`config.mk`:
```
export PLATFORM = sky130hd
export DESIGN_NAME = burst_addr_gen
export DESIGN_NICKNAME = d
export VERILOG_FILES = /design/src/rtl/burst_addr_pkg.sv /design/src/rtl/bag_cmd_dec.sv /design/src/rtl/bag_seq_reg.sv /design/src/rtl/bag_order.sv /design/src/rtl/burst_addr_gen.sv
export SDC_FILE = /design/constraint.sdc
export NUM_CORES = 1
export LEC_CHECK = 0
export ABC_AREA = 1
export BUFFER_PORTS_ARGS = -buffer_cell sky130_fd_sc_hd__buf_2
export CORE_ASPECT_RATIO = 1.2
export CORE_MARGIN = 2
export CORE_UTILIZATION = 44
export CTS_BUF_LIST = sky130_fd_sc_hd__clkbuf_16
export CTS_CLUSTER_DIAMETER = 40
export DETAILED_ROUTE_END_ITERATION = 12
export PLACE_DENSITY = 0.8
export SLEW_MARGIN = 5
export SYNTH_ARGS = -nofsm -noshare
export SYNTH_HDL_FRONTEND = slang
export SYNTH_HIERARCHICAL = 1
export SYNTH_SLANG_ARGS = --single-unit
```
`constraint.sdc`:
```
create_clock -name clk -period 3.4 [get_ports clk]
set_input_delay 0.68 -clock clk [delete_from_list [all_inputs] [get_ports clk]]
set_output_delay 0.68 -clock clk [all_outputs]
set_load 0.05 [all_outputs]
```
`src/rtl/burst_addr_pkg.sv`:
```
package burst_addr_pkg;

    typedef enum logic {
        ORD_INTLV = 1'b0,
        ORD_LIN   = 1'b1
    } order_e;

    typedef enum logic [1:0] {
        ACT_HOLD = 2'd0,
        ACT_STEP = 2'd1,
        ACT_LOAD = 2'd2
    } action_e;

    function automatic action_e pick_action(input logic cen,
                                            input logic cpu,
                                            input logic ctl,
                                            input logic adv);
        if (ctl || (cpu && cen)) return ACT_LOAD;
        if (adv)                 return ACT_STEP;
        return ACT_HOLD;
    endfunction

endpackage

```
`src/rtl/bag_cmd_dec.sv`:
```
module bag_cmd_dec
    import burst_addr_pkg::*;
(
    input  logic    cen,
    input  logic    strb_cpu,
    input  logic    strb_ctl,
    input  logic    adv,
    output action_e act
);
    always_comb act = pick_action(cen, strb_cpu, strb_ctl, adv);
endmodule

```
`src/rtl/bag_seq_reg.sv`:
```
module bag_seq_reg
    import burst_addr_pkg::*;
#(
    parameter int ADDR_W = 19,
    parameter int CNT_W  = 2
) (
    input  logic              clk,
    input  logic              rst,
    input  action_e           act,
    input  logic              order_in,
    input  logic [ADDR_W-1:0] addr_in,
    output logic [ADDR_W-1:0] base_q,
    output logic [CNT_W-1:0]  cnt_q,
    output order_e            order_q
);
    always_ff @(posedge clk) begin
        if (rst) begin
            base_q  <= '0;
            cnt_q   <= '0;
            order_q <= ORD_INTLV;
        end else begin
            case (act)
                ACT_LOAD: begin
                    base_q  <= addr_in;
                    cnt_q   <= '0;
                    order_q <= order_in ? ORD_LIN : ORD_INTLV;
                end
                ACT_STEP: cnt_q <= cnt_q + 1'b1;
                default:  ;
            endcase
        end
    end


    order_keep_chk: assert property (@(posedge clk) disable iff (rst)
        (act != ACT_LOAD) |=> $stable(order_q));


    base_keep_chk: assert property (@(posedge clk) disable iff (rst)
        (act != ACT_LOAD) |=> $stable(base_q));
endmodule

```
`src/rtl/bag_order.sv`:
```
module bag_order
    import burst_addr_pkg::*;
#(
    parameter int CNT_W = 2
) (
    input  logic [CNT_W-1:0] start,
    input  logic [CNT_W-1:0] cnt,
    input  order_e           order,
    output logic [CNT_W-1:0] low
);
    always_comb begin
        if (order == ORD_LIN) low = start + cnt;
        else                  low = start ^ cnt;
    end
endmodule

```
`src/rtl/burst_addr_gen.sv`:
```
module burst_addr_gen
    import burst_addr_pkg::*;
#(
    parameter int ADDR_W = 19,
    parameter int CNT_W  = 2
) (
    input  logic              clk,
    input  logic              rst,
    input  logic              cen,
    input  logic              strb_cpu,
    input  logic              strb_ctl,
    input  logic              adv,
    input  logic              order_lin,
    input  logic [ADDR_W-1:0] addr_in,
    output logic [ADDR_W-1:0] addr_out
);
    localparam int HI_W = ADDR_W - CNT_W;

    action_e             act;
    logic [ADDR_W-1:0]   base_q;
    logic [CNT_W-1:0]    cnt_q;
    order_e              order_q;
    logic [CNT_W-1:0]    low;

    bag_cmd_dec u_dec (
        .cen      (cen),
        .strb_cpu (strb_cpu),
        .strb_ctl (strb_ctl),
        .adv      (adv),
        .act      (act)
    );

    bag_seq_reg #(.ADDR_W(ADDR_W), .CNT_W(CNT_W)) u_seq (
        .clk      (clk),
        .rst      (rst),
        .act      (act),
        .order_in (order_lin),
        .addr_in  (addr_in),
        .base_q   (base_q),
        .cnt_q    (cnt_q),
        .order_q  (order_q)
    );

    bag_order #(.CNT_W(CNT_W)) u_ord (
        .start (base_q[CNT_W-1:0]),
        .cnt   (cnt_q),
        .order (order_q),
        .low   (low)
    );

    assign addr_out = {base_q[ADDR_W-1:CNT_W], low};


    ctl_load_chk: assert property (@(posedge clk) disable iff (rst)
        strb_ctl |=> (addr_out == $past(addr_in)));


    cpu_gate_chk: assert property (@(posedge clk) disable iff (rst)
        (strb_cpu && !cen && !strb_ctl && !adv) |=> $stable(addr_out));


    hold_chk: assert property (@(posedge clk) disable iff (rst)
        (!strb_ctl && !(strb_cpu && cen) && !adv) |=> $stable(addr_out));


    upper_chk: assert property (@(posedge clk) disable iff (rst)
        (!strb_ctl && !(strb_cpu && cen))
        |=> (addr_out[ADDR_W-1:CNT_W] == $past(addr_out[ADDR_W-1:CNT_W])));


    lin_step_chk: assert property (@(posedge clk) disable iff (rst)
        (!strb_ctl && !(strb_cpu && cen) && adv && order_q == ORD_LIN)
        |=> (addr_out[CNT_W-1:0] == CNT_W'($past(addr_out[CNT_W-1:0]) + 1'b1)));

    initial begin
        hi_width_chk: assert (HI_W > 0);
    end
endmodule

```
### Word-level counts from Yosys, hierarchy flattened

Index checks and enable logic that the tools add are counted.

| word-level totals | value |
|---|---|
| bits in registers | 22 |
| output and inout bits | 19 |
| bits of input ports | 26 |
| word-level logic and storage cells | 21 |

| operators by class | value |
|---|---|
| $add $sub $neg | 2 |
| reductions and logical operators | 3 |
| multiplexer cells | 10 |
| bitwise operators | 1 |
| equal/unequal tests | 2 |

Operators by type and width:

| kind | number |
|---|---|
| two-way mux 2 bit | 5 |
| two-way mux 1 bit | 4 |
| case mux 2 bit (2 select lines) | 1 |
| adder 2 x 1 -> 2 bit, second input constant | 1 |
| adder 2 bit | 1 |
| equality test 2 x 1 -> 1 bit, second input constant | 1 |
| equality test 2 bit, second input constant | 1 |
| nonzero test 2 bit | 1 |
| bitwise XOR 2 bit | 1 |
| logical AND 1 bit | 1 |
| logical OR 1 bit | 1 |

### Logic depth before layout (Yosys ltp)

Gate-level depths: netlist of the first run.

| logic depth | value |
|---|---|
| depth in word-level cells | 8 |
| depth in mapped cells | 10 |

### Hierarchy

The synthesis of the first run kept the hierarchy.

Modules (own cells, without submodules):

| module | area an instance (um^2) | instances | cells each | sequential area each (um^2) |
|---|---|---|---|---|
| bag_seq_reg | 820.8 | 1 | 104 | 440.4 |
| bag_order | 60.1 | 1 | 13 | 0.0 |
| bag_cmd_dec | 23.8 | 1 | 5 | 0.0 |

### Worst setup path before layout of the first run

OpenSTA, ideal clock, no wires.

| path | value |
|---|---|
| kind | register -> output |
| from | register u_seq.cnt_q[0] |
| to | output port addr_out[1] |
| path buffers | 0 |
| arrival time | 1.004 ns |
| cell stages (with the launch flop) | 7 |
| path slack | 1.716 ns |
| cells stage by stage | dfxtp_1 > ha_1 > nand2_1 > inv_1 > nand3_1 > nand2_1 > inv_1 |

| between the ends | value |
|---|---|
| word-level cells in the longest chain between the ends | 2 |

Ends and longest elaborated chain:

| element | RTL line | RTL |
|---|---|---|
| from (decl) | bag_seq_reg.sv:13 | `output logic [CNT_W-1:0] cnt_q,` |
| from (signal assigned) | bag_seq_reg.sv:28 | `ACT_STEP: cnt_q <= cnt_q + 1'b1;` |
| adder 2 bit | bag_order.sv:12 | `if (order == ORD_LIN) low = start + cnt;` |
| two-way mux 2 bit | bag_order.sv:12 |  |
| to (decl) | burst_addr_gen.sv:15 | `output logic [ADDR_W-1:0] addr_out` |

Every way passes these cells.

### Final worst setup path of the first run

| path | value |
|---|---|
| from | input port strb_cpu |
| to | register u_seq.order_q |

| between the ends | value |
|---|---|
| word-level cells in the longest chain between the ends | 5 |

Ends and longest elaborated chain:

| element | RTL line | RTL |
|---|---|---|
| from (decl) | burst_addr_gen.sv:10 | `input logic strb_cpu,` |
| logical AND 1 bit | burst_addr_pkg.sv:18 | `if (ctl \|\| (cpu && cen)) return ACT_LOAD;` |
| logical OR 1 bit | burst_addr_pkg.sv:18 |  |
| two-way mux 1 bit | burst_addr_pkg.sv:18 |  |
| two-way mux 2 bit | burst_addr_pkg.sv:19 | `if (adv) return ACT_STEP;` |
| named net act[1] | burst_addr_gen.sv:19 | `action_e act;` |
| equality test 2 bit | bag_seq_reg.sv:22 | `case (act)` |
| to (signal assigned) | bag_seq_reg.sv:26 | `order_q <= order_in ? ORD_LIN : ORD_INTLV;` |
| to (decl) | bag_seq_reg.sv:14 | `output order_e order_q` |

The timed path passes the listed nets, and every way through them passes these cells.
A chain may end at the register's enable or synchronous reset.

==> out/qor_table.md, run 1 <==
| Item | Value | Unit |
|---|---|---|
| Min Tclk post-route | 2.08 | ns |
| Data required, critical path | 3.55 | ns |
| Power density of the placed cells | 646 | mW/mm^2 |
| Largest net degree at the start of global routing | 22 | - |
| Vias post-DR | 869 | - |
| Hold Fails Final Rpt | 0 | - |
| Least setup slack across all paths after layout | 1.32 | ns |
| Clock transition time at the flip-flop clock pins of the worst setup and hold paths | 0.06 | ns |
| Crit end category | flop | - |
| Max-slew violation count | 0 | - |
| Clock Latency Late Sink | 0.25 | ns |
| CP Launch Point | strb_cpu | - |
| Data arrival, critical path | 2.23 | ns |
| Total clock buffers created by CTS | 3 | - |
| Wire length of the first global-routing pass | 3.15 | mm |
| Number of maximum-capacitance constraint violations | 0 | - |
| Post-Syn Nets | 151 | - |
| Cell chosen for the clock root | clkbuf_16 | - |
| Largest area contributor in the synthesized netlist | dfxtp_1 | - |
| Global-route met2 utilization | 27.7 | % |
| Post-Syn Instances | 122 | - |
| Standard cell core area | 0.00189 | mm^2 |
| Critical Path Source Type | input pin | - |
| Met1 track demand over resource in global routing | 23.3 | % |
| Maximum buffer depth of the clock tree | 2 | - |
| Total number of clock tree sinks | 22 | - |
| Post-CTS Hold Fix Bufs | 0 | - |
| Proportion of layout cells with a drive suffix above 1 | 30.5 | % |
| Hold wc startpoint | u_seq/base_q[15] | - |
| Count of inserted antenna diode cells | 0 | - |
| IO Count | 45 | - |
| Floorplan row count | 17 | - |
| Initial cell density of the core | 47.8 | % |
| Sequential share of the synthesized area | 48.7 | % |
| Power Total | 0.781 | mW |
| Count of endpoints failing setup in the final report | 0 | - |
| Height of the chip | 53.7 | um |
| Headroom to the max-slew limit | 59.7 | % |
| Slowest CP cell | ha_1 | - |
| Post-route cell area | 0.00121 | mm^2 |
| Area of the die | 0.00244 | mm^2 |
| Gr ovfl total | 0 | - |
| Postcts setup bufs | 0 | - |
| Top achievable clock speed | 480 | MHz |
| Most heavily used metal layer in global routing | met2 | - |
| Ratio of final minimum period to clock period | 61.3 | % |
| Start of the worst register-to-register path | u_seq/cnt_q[0] | - |
| Remaining design rule violation count | 0 | - |
| Static leakage | 0.659 | nW |
| Pre-CTS setup slack | 1.08 | ns |
| Register bit total from synthesis | 22 | - |
| Synth Area per Inst | 7.41 | um^2 |
| Global placer's final weighted congestion | 0.705 | - |
| Worst stage delay on the critical path | 0.53 | ns |
| Run status | finished clean | - |
| Type of the worst setup path | in2reg | - |
| Total Negative Setup Slacks | 0 | ns |
| Setup clock skew after layout | 0.000492 | ns |
| Transition time of the tightest slew-check pin | 0.605 | ns |
| Number of global-route vias before repair | 753 | - |
| Maximum level of the CTS H-tree | 1 | - |
| Total routing resource utilization after global routing | 17.7 | % |
| Largest cells by area after synthesis | dfxtp_1 (49%), nor2_1 (17%), o21ai_0 (8.3%) | - |
| Synth cell types | 13 | - |
| Warnings from Yosys | 6 | - |
| Count of fill cells added during filler insertion | 178 | - |
| Area growth syn-to-layout | 33.6 | % |
| Post-detailed-route via-to-cell ratio | 4.75 | - |
| Antenna violation net count after detailed routing | 0 | - |
| Register cell area after layout | 440 | um^2 |
| Placed instance area | 0.00110 | mm^2 |
| Met3 Use GR | 4.70 | % |
| Clock tree from TritonCTS | yes | - |
| Area of the multi-input gates | 374 | um^2 |
| RSZ-0062 raised after global routing | no | - |
| Number of nets in the layout | 194 | - |
| Hold WC Path Type | reg2reg | - |
| Placed instance count | 179 | - |
| Initial DRC count | 17 | - |
| HPWL after detailed placement | 1.39 | mm |
| Netlist area before placement | 905 | um^2 |
| Count of input and output buffers | 44 | - |
| Maximum VDD drop | 0.373 | mV |
| Non-filler cells, final | 183 | - |
| Area share of the leading cell type in the synthesized netlist | 48.7 | % |
| Max FO, Critical Path | 21 | - |
| Detailed Route WL | 1.88 | mm |
| Antenna violations before repair | 0 | - |
| Horizontal extent of the die | 45.4 | um |
| Number of optimization iterations in the first detailed-route pass | 4 | - |
| WL/cell | 10.3 | um |
| PostCTS Resize Cnt | 0 | - |
| Crit path cell chain | buf_2 > nand2_1 > nand2_2 > nor2_2 > inv_1 > ha_1 > inv_1 > nor2_1 > nor2_1 | - |
==> sequential cells by signal, summed over array words and instances, names as in the netlist <==
register and count:
u_seq/order_q 1, u_seq/base_q 19, u_seq/cnt_q 2
==> stage by stage <==
stage | hold slack, ns | utilization (%)
2_1_floorplan | 0.453 | -
3_3_place_gp | 0.466 | 58.3
3_5_place_dp | 0.478 | 58.3
4_1_cts | 0.496 | 63.8
5_1_grt | 0.524 | 63.8
6_report | 0.489 | 63.8
==> cells in the final DEF (no fill, tap or decap) <==
cell / netlist / routed
buf_2: 0 / 44
nor2_1: 42 / 42
dfxtp_1: 22 / 22
o21ai_0: 15 / 15
inv_1: 12 / 12
nand2_1: 10 / 10
o21ai_1: 6 / 6
clkbuf_16: 0 / 3
nand3_1: 3 / 3
ha_1: 3 / 3
bufinv_16: 0 / 1
nand2_2: 1 / 1
nor2_2: 1 / 1
xor2_1: 1 / 1
==> report_power, final <==
part / total, mW / switching [mW] / internal [mW]
Clock: 0.324 / 0.0901 / 0.234
Sequential: 0.293 / 0.0122 / 0.281
Combinational: 0.165 / 0.121 / 0.0436
==> cell families after synthesis <==
logic type	Yosys count	synth area share, %
AO/OA/AOI/OAI	21	11.6
flip-flops	22	48.7
XOR/XNOR	1	0.968
adder cells (fa/ha/maj)	3	4.15
buffers and inverters	18	9.96
AND/OR/NAND/NOR	57	24.6
==> synthesized netlist by cell type <==
cell type  count
nor2_1        42
o21ai_0       15
nand2_2        1
o21ai_1        6
ha_1           3
nand2_1       10
nand3_1        3
xor2_1         1
clkbuf_4       2
inv_1         12
nor2_2         1
buf_4          4
dfxtp_1       22
==> layout make-up <==
class	count	area share [%]
Inverter	12	3.73
Sequential cell	22	36.4
Multi-Input combinational cell	82	31.0
Timing Repair Buffer	44	18.2
Clock buffer	3	6.21
Tap cell	19	1.97
Clock inverter	1	2.48
==> layer usage <==
metal | up-vias | share of wire, %
met5 | - | 0
met4 | 0 | 0.85
met3 | 2 | 7.1
met2 | 32 | 46
met1 | 372 | 46
li1 | 463 | -
==> critical path, delay by kind of cell <==
kind | cells | cell delay (ns)
buffers and inverters | 3 | 0.56
adder cells (fa/ha/maj) | 1 | 0.53
AND/OR/NAND/NOR | 5 | 0.45
==> final timing paths <==
check,to,slack (ns),cells past startpoint
max,u_seq/order_q,1.32,9
min reg2reg,u_seq/base_q[15],0.49,2
min,u_seq/base_q[15],0.49,2
max reg2reg,u_seq/cnt_q[0],2.66,2
No activity file was read; power rests on OpenSTA's default activity.
==> run 2: changes to the inputs <==
==> constraint.sdc (replaced) <==
create_clock -name clk -period 2 [get_ports clk]
set_input_delay 0.4 -clock clk [delete_from_list [all_inputs] [get_ports clk]]
set_output_delay 0.4 -clock clk [all_outputs]
set_load 0.05 [all_outputs]
==> out/qor_table.md, run 2 (synthesis results as in run 1) <==
| Item | Value | Unit |
|---|---|---|
| Vias post-DR | 881 | - |
| Clock tree from TritonCTS | yes | - |
| Slowest CP cell | dfxtp_1 | - |
| Cell chosen for the clock root | clkbuf_16 | - |
| Clock Latency Late Sink | 0.25 | ns |
| Hold wc startpoint | addr_in[13] | - |
| Data arrival, critical path | 1.31 | ns |
| WHS | 0.371 | ns |
| Antenna violations before repair | 0 | - |
| Post-route cell area | 0.00120 | mm^2 |
| Gr ovfl total | 0 | - |
| Power Total | 1.19 | mW |
| Net switching fraction of the power | 31.1 | % |
| Highest-count cells in the layout ignoring fill and taps | buf_2 (44), nor2_1 (42), dfxtp_1 (22), o21ai_0 (15), inv_1 (12) | - |
| Cell Int Power | 0.821 | mW |
| Hold WC Path Type | in2reg | - |
| Crit end category | output pin | - |
| Maximum VDD drop | 0.486 | mV |
| Pre-CTS setup slack | 0.308 | ns |
| Critical Path Source Type | flop | - |
| Most frequent standard cell in the layout excluding fill and tap cells | buf_2 | - |
| WL/cell | 10.5 | um |
| Initial cell density of the core | 47.8 | % |
| Count of inserted antenna diode cells | 0 | - |
| Crit path cell chain | ha_1 > nand2_1 > inv_1 > nand3_1 > nand2_1 > inv_1 > buf_2 | - |
| Setup clock skew after layout | 0.000646 | ns |
| Total number of clock tree sinks | 22 | - |
| Number of nets in the layout | 197 | - |
| Detailed Route WL | 1.94 | mm |
| Proportion of layout cells with a drive suffix above 1 | 31.3 | % |
| Sw power | 0.371 | mW |
| Total routing resource utilization after global routing | 17.4 | % |
| Height of the chip | 53.7 | um |
| Non-filler cells, final | 185 | - |
| Placed instance area | 0.00113 | mm^2 |
| Total Negative Setup Slacks | 0 | ns |
| Initial DRC count | 7 | - |
| Worst stage delay on the critical path | 0.34 | ns |
| Data required, critical path | 1.60 | ns |
| Largest register by flop count | u_seq/base_q | - |
| Run status | finished clean | - |
| PostCTS Resize Cnt | 0 | - |
| Total clock buffers created by CTS | 3 | - |
| Type of the worst setup path | reg2out | - |
| Wire length of the first global-routing pass | 3.17 | mm |
| Clock transition time at the flip-flop clock pins of the worst setup and hold paths | 0.05 | ns |
| Max-slew violation count | 0 | - |
| Global placer's final weighted congestion | 0.703 | - |
| Post-CTS Hold Fix Bufs | 0 | - |
| Hold Fails Final Rpt | 0 | - |
| Min Tclk post-route | 1.71 | ns |
| Count of input and output buffers | 44 | - |
| Antenna violation net count after detailed routing | 0 | - |
| Area of the die | 0.00244 | mm^2 |
| Post-detailed-route via-to-cell ratio | 4.76 | - |
| Postcts setup bufs | 0 | - |
| RSZ-0062 raised after global routing | no | - |
| Transition time of the tightest slew-check pin | 0.500 | ns |
| IO Count | 45 | - |
| Static leakage | 0.659 | nW |
| Ratio of final minimum period to clock period | 85.3 | % |
| Maximum level of the CTS H-tree | 1 | - |
| Standard cell core area | 0.00189 | mm^2 |
| Area growth syn-to-layout | 32.8 | % |
| Number of global-route vias before repair | 830 | - |
| Count of endpoints failing setup in the final report | 0 | - |
| Post-layout utilization of the core | 63.5 | % |
| Least setup slack across all paths after layout | 0.294 | ns |
| CP Launch Point | u_seq/cnt_q[0] | - |
| Number of maximum-capacitance constraint violations | 0 | - |
| Maximum buffer depth of the clock tree | 2 | - |
| Clock network fraction of total power | 34.0 | % |
| Proportion of power drawn by flip-flops and latches | 41.8 | % |
| Number of optimization iterations in the first detailed-route pass | 4 | - |
| HPWL after detailed placement | 1.48 | mm |
| Headroom to the max-slew limit | 66.7 | % |
| Placed instance count | 182 | - |
| Flip-flop count of the largest register, all copies and words added | 19 | - |
| Registers with the most flip-flops | u_seq/base_q x19, u_seq/cnt_q x2, u_seq/order_q x1 | - |
| Top achievable clock speed | 586 | MHz |
| Start of the worst register-to-register path | u_seq/cnt_q[0] | - |
| Remaining design rule violation count | 0 | - |
| Logic gate share of total power | 24.3 | % |
| Max FO, Critical Path | 4 | - |
| Largest net degree at the start of global routing | 22 | - |
| Horizontal extent of the die | 45.4 | um |
| Power density of the placed cells | 992 | mW/mm^2 |
| Floorplan row count | 17 | - |
-- run 2: cell count changes in the layout (fill, tap and decap cells not counted), sizes merged --
cell / before / now
bufinv: 1 / 0
buf: 44 / 47
-- run 2: cell type report --
type	instances	area, um^2
inverter	12	45.0
fill	182	692
sequential	22	440
tap	19	23.8
clock buffer	3	75.1
timing repair buffer	47	243
multi-input combinational	82	374
-- run 2: worst paths after layout --
path,cells after the start,slack (ns),end
max,7,0.29,addr_out[1]
min,3,0.37,u_seq/base_q[13]
max reg2reg,2,1.29,u_seq/cnt_q[0]
min reg2reg,2,0.49,u_seq/base_q[13]
-- run 2: power groups by stage --
stage / registers, mW / clock network (mW) / logic (mW)
2_1_floorplan: 0.609 / 0 / 0.114
5_1_grt: 0.502 / 0.433 / 0.313
3_5_place_dp: 0.507 / 0 / 0.289
6_report: 0.498 / 0.405 / 0.289
3_3_place_gp: 0.506 / 0 / 0.282
4_1_cts: 0.498 / 0.416 / 0.291
-- run 2: worst max-delay path: cells and delay by family, from the launching register on --
| kind | cells | cell delay [ns] |
|---|---|---|
| buffers and inverters | 3 | 0.33 |
| adders and majority gates | 1 | 0.19 |
| DFF | 1 | 0.34 |
| and+or+nand+nor | 3 | 0.20 |
-- run 2: routing by layer --
metal	track usage [%]	routed length [um]
met2	30.3	935
met4	7.35	4
met5	0	0
met3	2.68	111
met1	20.7	889
==> run 3: changes to the inputs <==
--- a/config.mk
+++ b/config.mk
@@ -14,6 +14,7 @@
 export CTS_CLUSTER_DIAMETER = 40
 export DETAILED_ROUTE_END_ITERATION = 12
 export PLACE_DENSITY = 0.8
+export SETUP_SLACK_MARGIN = 0.3
 export SLEW_MARGIN = 5
 export SYNTH_ARGS = -nofsm -noshare
 export SYNTH_HDL_FRONTEND = slang
==> out/qor_table.md, run 3 (synthesis results as in run 1) <==
| Item | Value | Unit |
|---|---|---|
| Run status | finished clean | - |
| Clock Latency Late Sink | 0.25 | ns |
| Min Tclk post-route | 1.60 | ns |
| Height of the chip | 53.7 | um |
| Detailed Route WL | 1.95 | mm |
| Ratio of final minimum period to clock period | 80.0 | % |
| Total Negative Setup Slacks | 0 | ns |
| IO Count | 45 | - |
| RSZ-0062 raised after global routing | no | - |
| Highest-count cells in the layout ignoring fill and taps | buf_2 (43), nor2_1 (42), dfxtp_1 (21), o21ai_0 (15), inv_1 (12) | - |
| Count of inserted antenna diode cells | 0 | - |
| Crit end category | output pin | - |
| Largest net degree at the start of global routing | 22 | - |
| Power density of the placed cells | 988 | mW/mm^2 |
| Total number of clock tree sinks | 22 | - |
| Standard cell core area | 0.00189 | mm^2 |
| Initial DRC count | 7 | - |
| Post-CTS Hold Fix Bufs | 0 | - |
| Total clock buffers created by CTS | 3 | - |
| Count of input and output buffers | 44 | - |
| Wire length of the first global-routing pass | 3.17 | mm |
| Registers with the most flip-flops | u_seq/base_q x19, u_seq/cnt_q x2, u_seq/order_q x1 | - |
| Antenna violations before repair | 0 | - |
| Initial cell density of the core | 47.8 | % |
| Maximum VDD drop | 0.486 | mV |
| Number of maximum-capacitance constraint violations | 0 | - |
| WL/cell | 10.5 | um |
| Hold WC Path Type | in2reg | - |
| Area growth syn-to-layout | 33.9 | % |
| Number of optimization iterations in the first detailed-route pass | 4 | - |
| Postcts setup bufs | 0 | - |
| Type of the worst setup path | reg2out | - |
| Count of endpoints failing setup in the final report | 0 | - |
| Proportion of layout cells with a drive suffix above 1 | 32.5 | % |
| Antenna violation net count after detailed routing | 0 | - |
| Max FO, Critical Path | 4 | - |
| Number of nets in the layout | 197 | - |
| Clock transition time at the flip-flop clock pins of the worst setup and hold paths | 0.05 | ns |
| Max-slew violation count | 0 | - |
| Remaining design rule violation count | 0 | - |
| Number of global-route vias before repair | 830 | - |
| Flip-flop count of the largest register, all copies and words added | 19 | - |
| Maximum level of the CTS H-tree | 1 | - |
| Horizontal extent of the die | 45.4 | um |
| Static leakage | 0.662 | nW |
| Setup clock skew after layout | 0.000647 | ns |
| HPWL after detailed placement | 1.48 | mm |
| Maximum buffer depth of the clock tree | 2 | - |
| Cell chosen for the clock root | clkbuf_16 | - |
| Post-detailed-route via-to-cell ratio | 4.76 | - |
| Global placer's final weighted congestion | 0.703 | - |
| Largest register by flop count | u_seq/base_q | - |
| Area of the die | 0.00244 | mm^2 |
| Data required, critical path | 1.60 | ns |
| Top achievable clock speed | 625 | MHz |
| Gr ovfl total | 0 | - |
| Headroom to the max-slew limit | 66.6 | % |
| Clock tree from TritonCTS | yes | - |
| Floorplan row count | 17 | - |
| Most frequent standard cell in the layout excluding fill and tap cells | buf_2 | - |
| Hold Fails Final Rpt | 0 | - |
| Placed instance area | 0.00113 | mm^2 |
| Critical Path Source Type | flop | - |
| Data arrival, critical path | 1.20 | ns |
| Total routing resource utilization after global routing | 17.4 | % |
| Count of fill cells added during filler insertion | 180 | - |
| Transition time of the tightest slew-check pin | 0.500 | ns |
| Vias post-DR | 880 | - |
| Post-route cell area | 0.00121 | mm^2 |
run 3: cell counts in the layout (fill, tap and decap cells not counted):
No cell type changed its count.
run 3: worst max-delay path: stages, from the launching register on:
cell,delay (ns)
dfxtp_2,0.34
ha_1,0.19
nand2_2,0.07
inv_1,0.04
nand3_1,0.07
nand2_1,0.05
inv_1,0.06
buf_6,0.15
run 3: through the flow:
stage | hold slack [ns] | power [mW] | instances | setup WS, ns | utilization, %
final | 0.371 | 1.20 | 185 | 0.399 | 64.0
after global routing | 0.390 | 1.25 | 185 | 0.317 | 64.0
after CTS | 0.367 | 1.21 | 185 | 0.328 | 63.6
after detailed placement | 0.470 | 0.795 | 182 | 0.308 | 59.5
after global placement | 0.464 | 0.788 | 182 | 0.409 | 59.5
after floorplan | 0.453 | 0.723 | 122 | 0.596 | -
run 3: final timing paths:
kind,slack (ns),start,endpoint,cells after the start
max,0.40,u_seq/cnt_q[0],addr_out[1],7
max reg2reg,1.32,u_seq/cnt_q[1],u_seq/cnt_q[1],3
min,0.37,addr_in[13],u_seq/base_q[13],3
min reg2reg,0.49,u_seq/base_q[14],u_seq/base_q[14],2
run 3: power by group:
part           switching [mW]  internal, mW
combinational           0.210        0.0833
clock                   0.142         0.263
sequential             0.0209         0.478
total                   0.372         0.824
run 3: layout make-up:
cell class                      count  area (um^2)  area share (%)
Timing Repair Buffer               47          249            20.6
Sequential cell                    22          442            36.5
Multi-Input combinational cell     82          377            31.1
Inverter                           12         45.0            3.72
Tap cell                           19         23.8            1.96
Clock buffer                        3         75.1            6.20
run 3: what timing repair did:
| item | CTS | global route |
|---|---|---|
| gates cloned | 0 | 0 |
| setup endpoints to repair | 1 | 1 |
| gates resized for setup | 1 | 3 |
run 3: metal layers:
layer	global-route usage, %	vias to the layer above	routed length, um
li1	-	464	-
met1	20.7	383	889
met2	30.3	31	946
met3	2.68	2	108
met4	7.35	0	4
met5	0	-	0
